<file path="src/rtl/mac_win_pkg.sv">
package mac_win_pkg;

   // Bit positions inside the control/status word.
   localparam int CTRL_MODE_BIT  = 0;
   localparam int CTRL_CARRY_BIT = 1;

   // Index of each word in the register window.
   typedef enum logic [2:0] {
      WIN_CTRL    = 3'd0,
      WIN_PROD_LO = 3'd1,
      WIN_PROD_HI = 3'd2,
      WIN_ACC_LO  = 3'd3,
      WIN_ACC_HI  = 3'd4
   } win_idx_e;

   // What a transfer does to the control word in the current cycle.
   typedef struct packed {
      logic touch;    // at least one byte lands in the control word
      logic lane0;    // the lowest byte of the control word is written
      logic mode_val; // mode bit carried by that byte
      logic clr_val;  // clear request carried by that byte
   } ctrl_req_t;

endpackage

</file>
<file path="src/rtl/mac_win_decode.sv">
module mac_win_decode
   import mac_win_pkg::*;
#(
   parameter int OP_W       = 32,
   parameter int XFER_WORDS = 3,
   parameter int LEN_W      = 4,
   parameter int WSEL_W     = 3,
   localparam int LANES     = OP_W / 8,
   localparam int LANE_W    = (LANES > 1) ? $clog2(LANES) : 1
) (
   input  logic                       clk,
   input  logic                       rst_n,
   input  logic                       wr_en,
   input  logic [WSEL_W-1:0]          wr_word,
   input  logic [LANE_W-1:0]          wr_lane,
   input  logic [LEN_W-1:0]           wr_len,
   input  logic [OP_W*XFER_WORDS-1:0] wr_data,
   output ctrl_req_t                  req,
   output logic                       err_q
);

   localparam int LIMIT = XFER_WORDS * LANES;
   localparam int SUM_W = WSEL_W + LANE_W + LEN_W + 2;

   logic [SUM_W-1:0] start_pos;
   logic [SUM_W-1:0] end_pos;
   logic             over;
   logic             go;
   logic [LANES-1:0] lane_hit;
   logic             unused_bytes;

   assign start_pos = SUM_W'(wr_word) * SUM_W'(LANES) + SUM_W'(wr_lane);
   assign end_pos   = start_pos + SUM_W'(wr_len);
   assign over      = (wr_len != '0) && (end_pos > SUM_W'(LIMIT));
   assign go        = wr_en && (wr_len != '0) && !over;

   // One hit per control-word lane: the lane lies inside [start, end).
   for (genvar j = 0; j < LANES; j++) begin : g_lane
      assign lane_hit[j] = go && (start_pos <= SUM_W'(j)) && (end_pos > SUM_W'(j));
   end

   // Lane 0 can only be reached by the first byte of a transfer.
   assign req.touch    = |lane_hit;
   assign req.lane0    = lane_hit[0];
   assign req.mode_val = wr_data[CTRL_MODE_BIT];
   assign req.clr_val  = wr_data[CTRL_CARRY_BIT];

   // Bytes bound for read-only words are dropped.
   assign unused_bytes = ^wr_data[OP_W*XFER_WORDS-1:2];

   always_ff @(posedge clk) begin
      if (!rst_n) err_q <= 1'b0;
      else        err_q <= wr_en && over;
   end

endmodule

</file>
<file path="src/rtl/mac_acc_core.sv">
module mac_acc_core
   import mac_win_pkg::*;
#(
   parameter int OP_W = 32,
   localparam int PW  = 2 * OP_W
) (
   input  logic            clk,
   input  logic            rst_n,
   input  logic [OP_W-1:0] op_a,
   input  logic [OP_W-1:0] op_b,
   input  ctrl_req_t       req,
   output logic            mode_q,
   output logic            carry_q,
   output logic [PW-1:0]   prod_q,
   output logic [PW-1:0]   acc_q
);

   logic [PW-1:0] mul;
   logic [PW-1:0] sum;
   logic          wrap;
   logic          new_mode;
   logic          clr;
   logic          acc_op;

   assign mul      = PW'(op_a) * PW'(op_b);
   assign sum      = acc_q + mul;
   assign wrap     = sum < acc_q;
   assign new_mode = req.lane0 ? req.mode_val : mode_q;
   assign clr      = req.lane0 && req.clr_val;
   assign acc_op   = req.touch && new_mode && !clr;

   always_ff @(posedge clk) begin
      if (!rst_n) begin
         mode_q  <= 1'b0;
         carry_q <= 1'b0;
         prod_q  <= '0;
         acc_q   <= '0;
      end else begin
         mode_q <= new_mode;
         if (clr)
            carry_q <= 1'b0;
         else if (acc_op && wrap)
            carry_q <= 1'b1;

         if (acc_op) begin
            prod_q <= sum;
            acc_q  <= sum;
         end else if (!mode_q) begin
            prod_q <= mul;
            acc_q  <= '0;
         end else if (clr) begin
            acc_q  <= '0;
         end
      end
   end

   // multiply-only mode tracks the operands of the previous edge
   p_mul_track_r2: assert property (@(posedge clk) disable iff (!rst_n)
      (!mode_q && !acc_op) |=> (prod_q == PW'($past(op_a)) * PW'($past(op_b))));

   // accumulator empty in multiply-only mode
   p_acc_zero_r3: assert property (@(posedge clk) disable iff (!rst_n)
      (!mode_q && !acc_op) |=> (acc_q == '0));

   // accumulate mode holds without a control-word transfer
   p_hold_r4: assert property (@(posedge clk) disable iff (!rst_n)
      (mode_q && !req.touch) |=> ($stable(prod_q) && $stable(acc_q)));

   // carry is sticky until cleared
   p_carry_sticky_r6: assert property (@(posedge clk) disable iff (!rst_n)
      (carry_q && !clr) |=> carry_q);

   // clear empties carry and accumulator
   p_clear_r7: assert property (@(posedge clk) disable iff (!rst_n)
      clr |=> (!carry_q && acc_q == '0));

endmodule

</file>
<file path="src/rtl/mac_read_mux.sv">
module mac_read_mux
   import mac_win_pkg::*;
#(
   parameter int OP_W   = 32,
   parameter int WSEL_W = 3,
   localparam int PW    = 2 * OP_W
) (
   input  logic [WSEL_W-1:0] rd_word,
   input  logic              mode_q,
   input  logic              carry_q,
   input  logic [PW-1:0]     prod_q,
   input  logic [PW-1:0]     acc_q,
   output logic [OP_W-1:0]   rd_data
);

   logic [OP_W-1:0] ctrl_word;

   always_comb begin
      ctrl_word                 = '0;
      ctrl_word[CTRL_MODE_BIT]  = mode_q;
      ctrl_word[CTRL_CARRY_BIT] = carry_q;
   end

   always_comb begin
      case (rd_word)
         WSEL_W'(WIN_CTRL):    rd_data = ctrl_word;
         WSEL_W'(WIN_PROD_LO): rd_data = prod_q[OP_W-1:0];
         WSEL_W'(WIN_PROD_HI): rd_data = prod_q[PW-1:OP_W];
         WSEL_W'(WIN_ACC_LO):  rd_data = acc_q[OP_W-1:0];
         WSEL_W'(WIN_ACC_HI):  rd_data = acc_q[PW-1:OP_W];
         default:              rd_data = '0;
      endcase
   end

endmodule

</file>
<file path="src/rtl/mac_window_unit.sv">
module mac_window_unit
   import mac_win_pkg::*;
#(
   parameter int OP_W       = 32,
   parameter int XFER_WORDS = 3,
   parameter int LEN_W      = 4,
   parameter int WSEL_W     = 3,
   localparam int LANES     = OP_W / 8,
   localparam int LANE_W    = (LANES > 1) ? $clog2(LANES) : 1,
   localparam int PW        = 2 * OP_W
) (
   input  logic                       clk,
   input  logic                       rst_n,
   input  logic [OP_W-1:0]            op_a,
   input  logic [OP_W-1:0]            op_b,
   input  logic                       wr_en,
   input  logic [WSEL_W-1:0]          wr_word,
   input  logic [LANE_W-1:0]          wr_lane,
   input  logic [LEN_W-1:0]           wr_len,
   input  logic [OP_W*XFER_WORDS-1:0] wr_data,
   input  logic [WSEL_W-1:0]          rd_word,
   output logic [OP_W-1:0]            rd_data,
   output logic                       xfer_err
);

   if (OP_W % 8 != 0 || OP_W < 16) begin : g_bad_op_w
      $error("mac_window_unit: OP_W must be a multiple of 8 and at least 16");
   end
   if (XFER_WORDS < 1 || XFER_WORDS > 3) begin : g_bad_xfer
      $error("mac_window_unit: XFER_WORDS must be 1..3 (control and product words)");
   end
   if (WSEL_W < 3) begin : g_bad_wsel
      $error("mac_window_unit: WSEL_W must address five window words");
   end

   ctrl_req_t     req;
   logic          mode_q;
   logic          carry_q;
   logic [PW-1:0] prod_q;
   logic [PW-1:0] acc_q;

   mac_win_decode #(
      .OP_W(OP_W), .XFER_WORDS(XFER_WORDS), .LEN_W(LEN_W), .WSEL_W(WSEL_W)
   ) i_decode (
      .clk(clk), .rst_n(rst_n), .wr_en(wr_en), .wr_word(wr_word),
      .wr_lane(wr_lane), .wr_len(wr_len), .wr_data(wr_data),
      .req(req), .err_q(xfer_err)
   );

   mac_acc_core #(.OP_W(OP_W)) i_core (
      .clk(clk), .rst_n(rst_n), .op_a(op_a), .op_b(op_b), .req(req),
      .mode_q(mode_q), .carry_q(carry_q), .prod_q(prod_q), .acc_q(acc_q)
   );

   mac_read_mux #(.OP_W(OP_W), .WSEL_W(WSEL_W)) i_rmux (
      .rd_word(rd_word), .mode_q(mode_q), .carry_q(carry_q),
      .prod_q(prod_q), .acc_q(acc_q), .rd_data(rd_data)
   );

endmodule

</file>
<file path="config.mk">
export PLATFORM = sky130hd
export DESIGN_NAME = mac_window_unit
export DESIGN_NICKNAME = d
export VERILOG_FILES = /design/src/rtl/mac_win_pkg.sv /design/src/rtl/mac_win_decode.sv /design/src/rtl/mac_acc_core.sv /design/src/rtl/mac_read_mux.sv /design/src/rtl/mac_window_unit.sv
export SDC_FILE = /design/constraint.sdc
export NUM_CORES = 2
export LEC_CHECK = 0
export BUFFER_PORTS_ARGS = -buffer_cell sky130_fd_sc_hd__buf_4
export CAP_MARGIN = 20
export CORE_MARGIN = 1
export CORE_UTILIZATION = 30
export DETAILED_ROUTE_END_ITERATION = 8
export HOLD_SLACK_MARGIN = 0.08
export PLACE_DENSITY_LB_ADDON = 0.12
export SLEW_MARGIN = 20
export SYNTH_ARGS = -nofsm -noshare
export SYNTH_HDL_FRONTEND = slang
export SYNTH_SLANG_ARGS = --single-unit
</file>
<file path="constraint.sdc">
create_clock -name clk -period 16.9 [get_ports clk]
set_input_delay 3.38 -clock clk [delete_from_list [all_inputs] [get_ports clk]]
set_output_delay 3.38 -clock clk [all_outputs]
set_load 0.01 [all_outputs]
</file>
=== After elaboration in Yosys (flattened, before gate mapping) ===
Cells that the tools add are included.

* Output and inout bits: 33
* Flip-flop bits (word level): 131
* Input port bits: 175
* Logic and storage cells: 55

* Multiplexer cells: 7
* Add/subtract/negate cells: 3
* $lt $le $gt $ge: 10
* Reductions and logical operators: 22
* Eq/ne operators: 6
* $mul: 1
* Bitwise operators: 1

{| class="wikitable"
|+ Operators by type and width
! operator !! number
|-
| $mux 64 || 5
|-
| $pmux 32 s5 || 1
|-
| $add 64x64->64 || 1
|-
| $lt 64x64->1 || 1
|-
| $mul 32x32->64 || 1
|-
| $gt 11x1->1 const B || 2
|-
| $gt 11x2->1 const B || 2
|-
| $le 11x1->1 const B || 2
|-
| $le 11x2->1 const B || 2
|-
| $logic_and 1x1->1 || 16
|-
| $add 11x4->11 || 1
|-
| $gt 11x4->1 const B || 1
|-
| $add 5x2->6 || 1
|-
| $eq 3x2->1 const B || 2
|-
| $reduce_bool 4->1 || 1
|-
| $reduce_or 4->1 || 1
|-
| $eq 3x1->1 const B || 1
|-
| $eq 3x3->1 const B || 1
|-
| $logic_not 3->1 || 1
|-
| $ne 3x3->1 const B || 1
|-
| $logic_not 1->1 || 2
|-
| $ne 2x2->1 const B || 1
|-
| $reduce_or 2->1 || 1
|-
| $mux 1 || 1
|-
| $not 1->1 || 1
|}

=== Depth between registers and ports, before layout ===
* Word-level depth: 12
* Gate-level depth with buffers: 49
* Mapped depth without buffers: 46

=== Cells and area by module ===
Synthesis repeated with hierarchy kept, for this count alone.

* Cells, all modules: 5258
* Area, all modules: 45023.2 um^2

{| class="wikitable"
|+ By module, submodules not included
! module !! cells an instance !! area an instance (um^2) !! sequential area each (um^2) !! times used
|-
| mac_acc_core || 5093 || 43583.0 || 2602.5 || 1
|-
| mac_read_mux || 122 || 1098.6 || 0.0 || 1
|-
| mac_win_decode || 43 || 341.6 || 20.0 || 1
|}

=== Worst setup path before layout ===
No wires, ideal clock.

* Path kind: in2reg
* From: input port op_b[8]
* To: register i_core.carry_q
* Path buffers: 3
* Path slack: 3.666 ns
* Cell stages on the path: 43
* Data arrival time: 13.160 ns
* Cell sequence: clkbuf_1 -> nand2_1 -> fa_1 -> inv_1 -> fa_1 -> fa_1 -> inv_1 -> fa_1 -> inv_1 -> fa_1 -> fa_1 -> fa_1 -> inv_1 -> fa_1 -> inv_1 -> ha_1 -> clkbuf_1 -> a21o_1 -> [... 7 more ...] -> ha_1 -> clkbuf_1 -> a21oi_1 -> o21ai_0 -> a21o_1 -> a21oi_1 -> o21ai_0 -> or3_1 -> mux2i_1 -> a2111oi_4 -> ha_1 -> a21oi_1 -> nor2b_1 -> o21ai_0 -> nand2b_1 -> a211oi_1 -> o221ai_1 -> a31oi_1

* Cells in the longest elaborated chain, start to end: 4

{| class="wikitable"
|+ RTL lines
! item !! line !! text
|-
| start, declared || mac_window_unit.sv:15 || <nowiki>input logic [OP_W-1:0] op_b,</nowiki>
|-
| $mul 32x32->64 || mac_acc_core.sv:25 || <nowiki>assign mul = PW'(op_a) * PW'(op_b);</nowiki>
|-
| $add 64x64->64 || mac_acc_core.sv:26 || <nowiki>assign sum = acc_q + mul;</nowiki>
|-
| $lt 64x64->1 || mac_acc_core.sv:27 || <nowiki>assign wrap = sum < acc_q;</nowiki>
|-
| $logic_and 1x1->1 || mac_acc_core.sv:42 || <nowiki>else if (acc_op && wrap)</nowiki>
|-
| end signal, assigned || mac_acc_core.sv:35 || <nowiki>carry_q <= 1'b0;</nowiki>
|-
| end signal, assigned || mac_acc_core.sv:41 || <nowiki>carry_q <= 1'b0;</nowiki>
|-
| end signal, assigned || mac_acc_core.sv:43 || <nowiki>carry_q <= 1'b1;</nowiki>
|-
| end, declared || mac_acc_core.sv:13 || <nowiki>output logic carry_q,</nowiki>
|}

No other way between the ends.
A chain may end at the register's enable or synchronous reset.

=== Final worst setup path ===
* From: input port op_a[13]
* To: register i_core.carry_q

* Cells in the longest elaborated chain, start to end: 4

{| class="wikitable"
|+ RTL lines
! item !! line !! text
|-
| start, declared || mac_window_unit.sv:14 || <nowiki>input logic [OP_W-1:0] op_a,</nowiki>
|-
| $mul 32x32->64 || mac_acc_core.sv:25 ||
|-
| $add 64x64->64 || mac_acc_core.sv:26 ||
|-
| $lt 64x64->1 || mac_acc_core.sv:27 ||
|-
| $logic_and 1x1->1 || mac_acc_core.sv:42 ||
|}

No other way between the ends.

==> results.md <==
Setup path:
- The required time of the critical path is 17.26 ns.
- The maximum net fanout on the critical path is 32.
- In this design, the critical path's most frequently occurring cell is fa_1.
- The origin of the critical flop-to-flop path is i_core.acc_q[0].
- In this run the critical register-to-register path is captured at i_core.carry_q.
- In this design, the stage delay of the slowest critical-path cell is 0.72 ns.
- The critical path class is primary input to flip-flop.
- Counting cells, the worst reg-to-reg path comes to 19.
- Data on the critical path arrives at its endpoint at 15.64 ns.
- Among all stages on the critical path, the largest delay is contributed by nor3_1.
- The capturing element type of the critical path is a flip-flop.
- The register-to-register setup slack is 10.71 ns.
- The launching element type of the critical path is a primary input.

Timing:
- The final number of hold-violating endpoints is 0.
- Setup repair after global routing left no endpoint under its margin.
- The routed design could run at a clock period as short as 15.28 ns.
- In the finished design, the share of the clock period the worst path needs comes to 0.904.
- The upper clock frequency limit is 65.4 MHz.
- Setup violations remaining at the end of the flow were counted as 0.
- The worst setup skew after layout is 0.0225 ns.
- In this run the tightest slew margin relative to its limit is 0.280.
- For the pin with the worst max-slew slack, the measured transition is 1.08 ns.
- In the final timing run, aggregate negative setup slack is 0 ns.
- The number of pins with negative max-slew slack in the final report was 0.

Synth:
- In the synthesized netlist, the cells that appear most often are 967 x inv_1, 898 x fa_1, 759 x nand2_1, 510 x and2_1, 396 x ha_1.
- The area fraction in compound gates after synthesis is 0.115.
- The net count of the mapped netlist is 6724.
- Yosys printed 0 warnings.
- The most repeated cell in the gate-level netlist after synthesis is inv_1.
- Synthesis inferred 131 register bits.
- Of the total synthesized cell area, the portion taken by AND, OR, NAND and NOR gates is 0.181.
- The share of synthesized area in the top cell type comes to 0.400.
- The share of synthesized area occupied by flip-flops and latches is 0.0584.
- The count of different cell masters after synthesis is 84.
- The instance count of the mapped netlist is 5255.
- In the synthesized netlist the dominant register cell turns out to be dfxtp_1.
- The average cell area after synthesis is 8.55 sq um.
- The post-synthesis instance area is 0.0449 sq mm.
- Measured against the total synthesized area, the mux share comes to 0.00596.
- The xor and xnor fraction of the mapped netlist area is 0.0220.
- Yosys attributes the largest share of cell area to fa_1 40%, ha_1 11%, inv_1 8.1%, and2_1 7.1%, nand2_1 6.3%.
- The main combinational cell family by area after synthesis is adder cells.
- The synthesized design spends more area on one cell type than any other, namely fa_1.
- The share of synthesized registers carrying an async set or reset is 0.
- Yosys mapped a number of flops with a built-in enable equal to 0.
- Of the total synthesized cell area, the portion taken by full adders, half adders and majority gates is 0.510.

Clock tree:
- In this run, post-CTS hold repair placed 0 buffers.
- The tree is rooted in a clkbuf_16.
- The number of clock buffers inserted by TritonCTS is 17.
- The post-CTS setup buffer count is 0.
- The clock network latency to the later pin of the worst-skew pair is 0.50 ns.
- The H-tree generated during clock tree synthesis spans 4 levels.
- The maximum count of clock buffers along a single path is 2.
- Clock tree synthesis found a total of 131 sinks.
- In this run, post-CTS repair resized a total of 0 instances.
- Clock-pin slew was measured on the worst setup and hold paths at 0.07 ns.
- The TritonCTS clock tree is yes.

Route:
- The number of design-rule violations left by the first detailed-router iteration is 1886.
- After detailed routing, no signal wire sits above met5.
- The vias after detailed routing is 35248.
- After detailed routing, the met3 layer carries 5560 microns of wire.
- Summed over all nets, wire length on met2 after detailed routing comes to 73600 microns.
- In the final routing, the length of wire on met1 measures 69900 microns.
- Using the TritonRoute via totals, the vias-per-cell ratio works out to 5.00.
- The number of routed nets with antenna violations is 0.
- The routed design has 152000 microns of wire.
- The first TritonRoute pass finished after 5 iterations.
- After detailed routing, the average wire length per cell comes to 21.6 microns.
- The remaining design rule violation count is 0.

Min path:
- The worst hold path terminates at i_core.prod_q[17].
- The source of the worst hold timing path is i_core.prod_q[17].
- The number of cells traversed by the worst hold path is 2.
- The path class of the tightest hold or removal check is flip-flop to flip-flop.

Layout:
- The final standard cell area without fillers is 0.0479 sq mm.
- Summing all multi-input logic gate instances after layout gives 0.0375 sq mm.
- For this run, the post-layout net count is 6571.
- Relative to the synthesized area, the layout overhead comes to 6.51%.
- The number of filler cells placed in the layout is 15884.
- The share of final-layout standard cells stronger than drive strength 1 is 0.0440.
- The area of all sequential standard cells is 0.00262 sq mm.

Floorplanning:
- The number of placement rows is 141.
- The floorplan step set the die height to 389 microns.
- The floorplan step defined a die boundary enclosing 0.151 sq mm.
- The initial core utilization is 0.303.
- In this run the horizontal extent of the chip is 389 microns.
- The core region is 0.148 sq mm.
- 208 I/O pins were placed.

Place:
- The estimated wirelength of the detail-placed design is 120000 microns.
- The placer congestion estimate is 0.869.
- The post-place instance area is 0.0472 sq mm.
- In this run the tool buffered the top-level ports with 113 buffer cells.

Global route:
- The wire length of the first global-routing pass is 237000 microns.
- The sum of overflow across all layers after global routing is 0.
- The total routing usage reported by global routing is 0.206.
- The via count of the first global-routing pass is 38072.
- The initial antenna violation count came to 9.
- Entering global routing, the biggest net connects 75 pins.

Run status:
- The run finished with clean final reports.

Job:
- The max-capacitance violation count is 0.
critical path, delay by kind of cell:
kind                       cells  cell delay (ns)
xor gates and xnor gates       2             0.47
AOI/OAI and AO/OA             12             3.51
adders and majority gates     11             5.12
and+or+nand+nor                8             2.50
buffers and inverters          5             0.64
worst max path at each step:
stage,slack (ns),depth (start not counted),startpoint,to
6_report,1.62,38,op_a[13],i_core.carry_q
5_1_grt,1.01,39,op_a[13],i_core.carry_q
4_1_cts,1.61,39,op_a[13],i_core.carry_q
3_5_place_dp,1.14,39,op_a[13],i_core.carry_q
3_3_place_gp,1.05,39,op_a[13],i_core.carry_q
2_1_floorplan,3.67,43,op_b[8],i_core.carry_q
logic make-up after synthesis:
family	Yosys count
AO/OA/AOI/OAI	745
XOR/XNOR	112
adder cells (fa/ha/maj)	1294
buffers and inverters	1275
flip-flops	131
multiplexers	26
AND/OR/NAND/NOR	1672
cell usage in the layout (no fill, tap or decap), types with 32 or more instances in the layout:
cell type / instances
a21o_1: 93
a21oi_1: 223
a221o_1: 32
a22o_1: 51
and2_1: 509
buf_4: 136
dfxtp_1: 130
fa_1: 898
ha_1: 396
inv_1: 965
nand2_1: 758
nand3_1: 55
nand4_1: 48
nor2_1: 139
nor3_1: 34
o21ai_0: 107
xnor2_1: 64
xor2_1: 47
final cells by class:
| cell class | count | area share |
|---|---|---|
| Clock buffer | 18 | 0.00918 |
| Tap cell | 1930 | 0.0505 |
| Antenna cell | 3 | 0.000157 |
| Timing Repair Buffer | 136 | 0.0213 |
| Clock inverter | 14 | 0.00369 |
| Sequential cell | 131 | 0.0548 |
| Multi-Input combinational cell | 3849 | 0.785 |
| Inverter | 967 | 0.0758 |
sequential cells by signal, indices dropped and copies added (netlist names):
signal / flops
i_core.prod_q: 64
i_core.acc_q: 64
i_core.carry_q: 1
i_decode.err_q: 1
i_core.mode_q: 1
metrics by stage:
step	std cells	hold WS, ns	worst slack (ns)	util
floorplan	5255	0.437	3.67	-
global placement	7013	0.452	1.05	0.319
detailed placement	7013	0.459	1.14	0.319
CTS	7045	0.467	1.61	0.323
global route	7045	0.501	1.01	0.323
finish	7048	0.469	1.62	0.323
routing by layer:
metal / GRT usage / vias to the layer above
met4: 0.0435 / 4
met2: 0.350 / 703
li1: - / 16099
met5: 0 / -
met3: 0.0210 / 123
met1: 0.281 / 18319
Power is not shown: default switching activity piles up to over one toggle a cycle in this logic, so the estimate is an artifact.
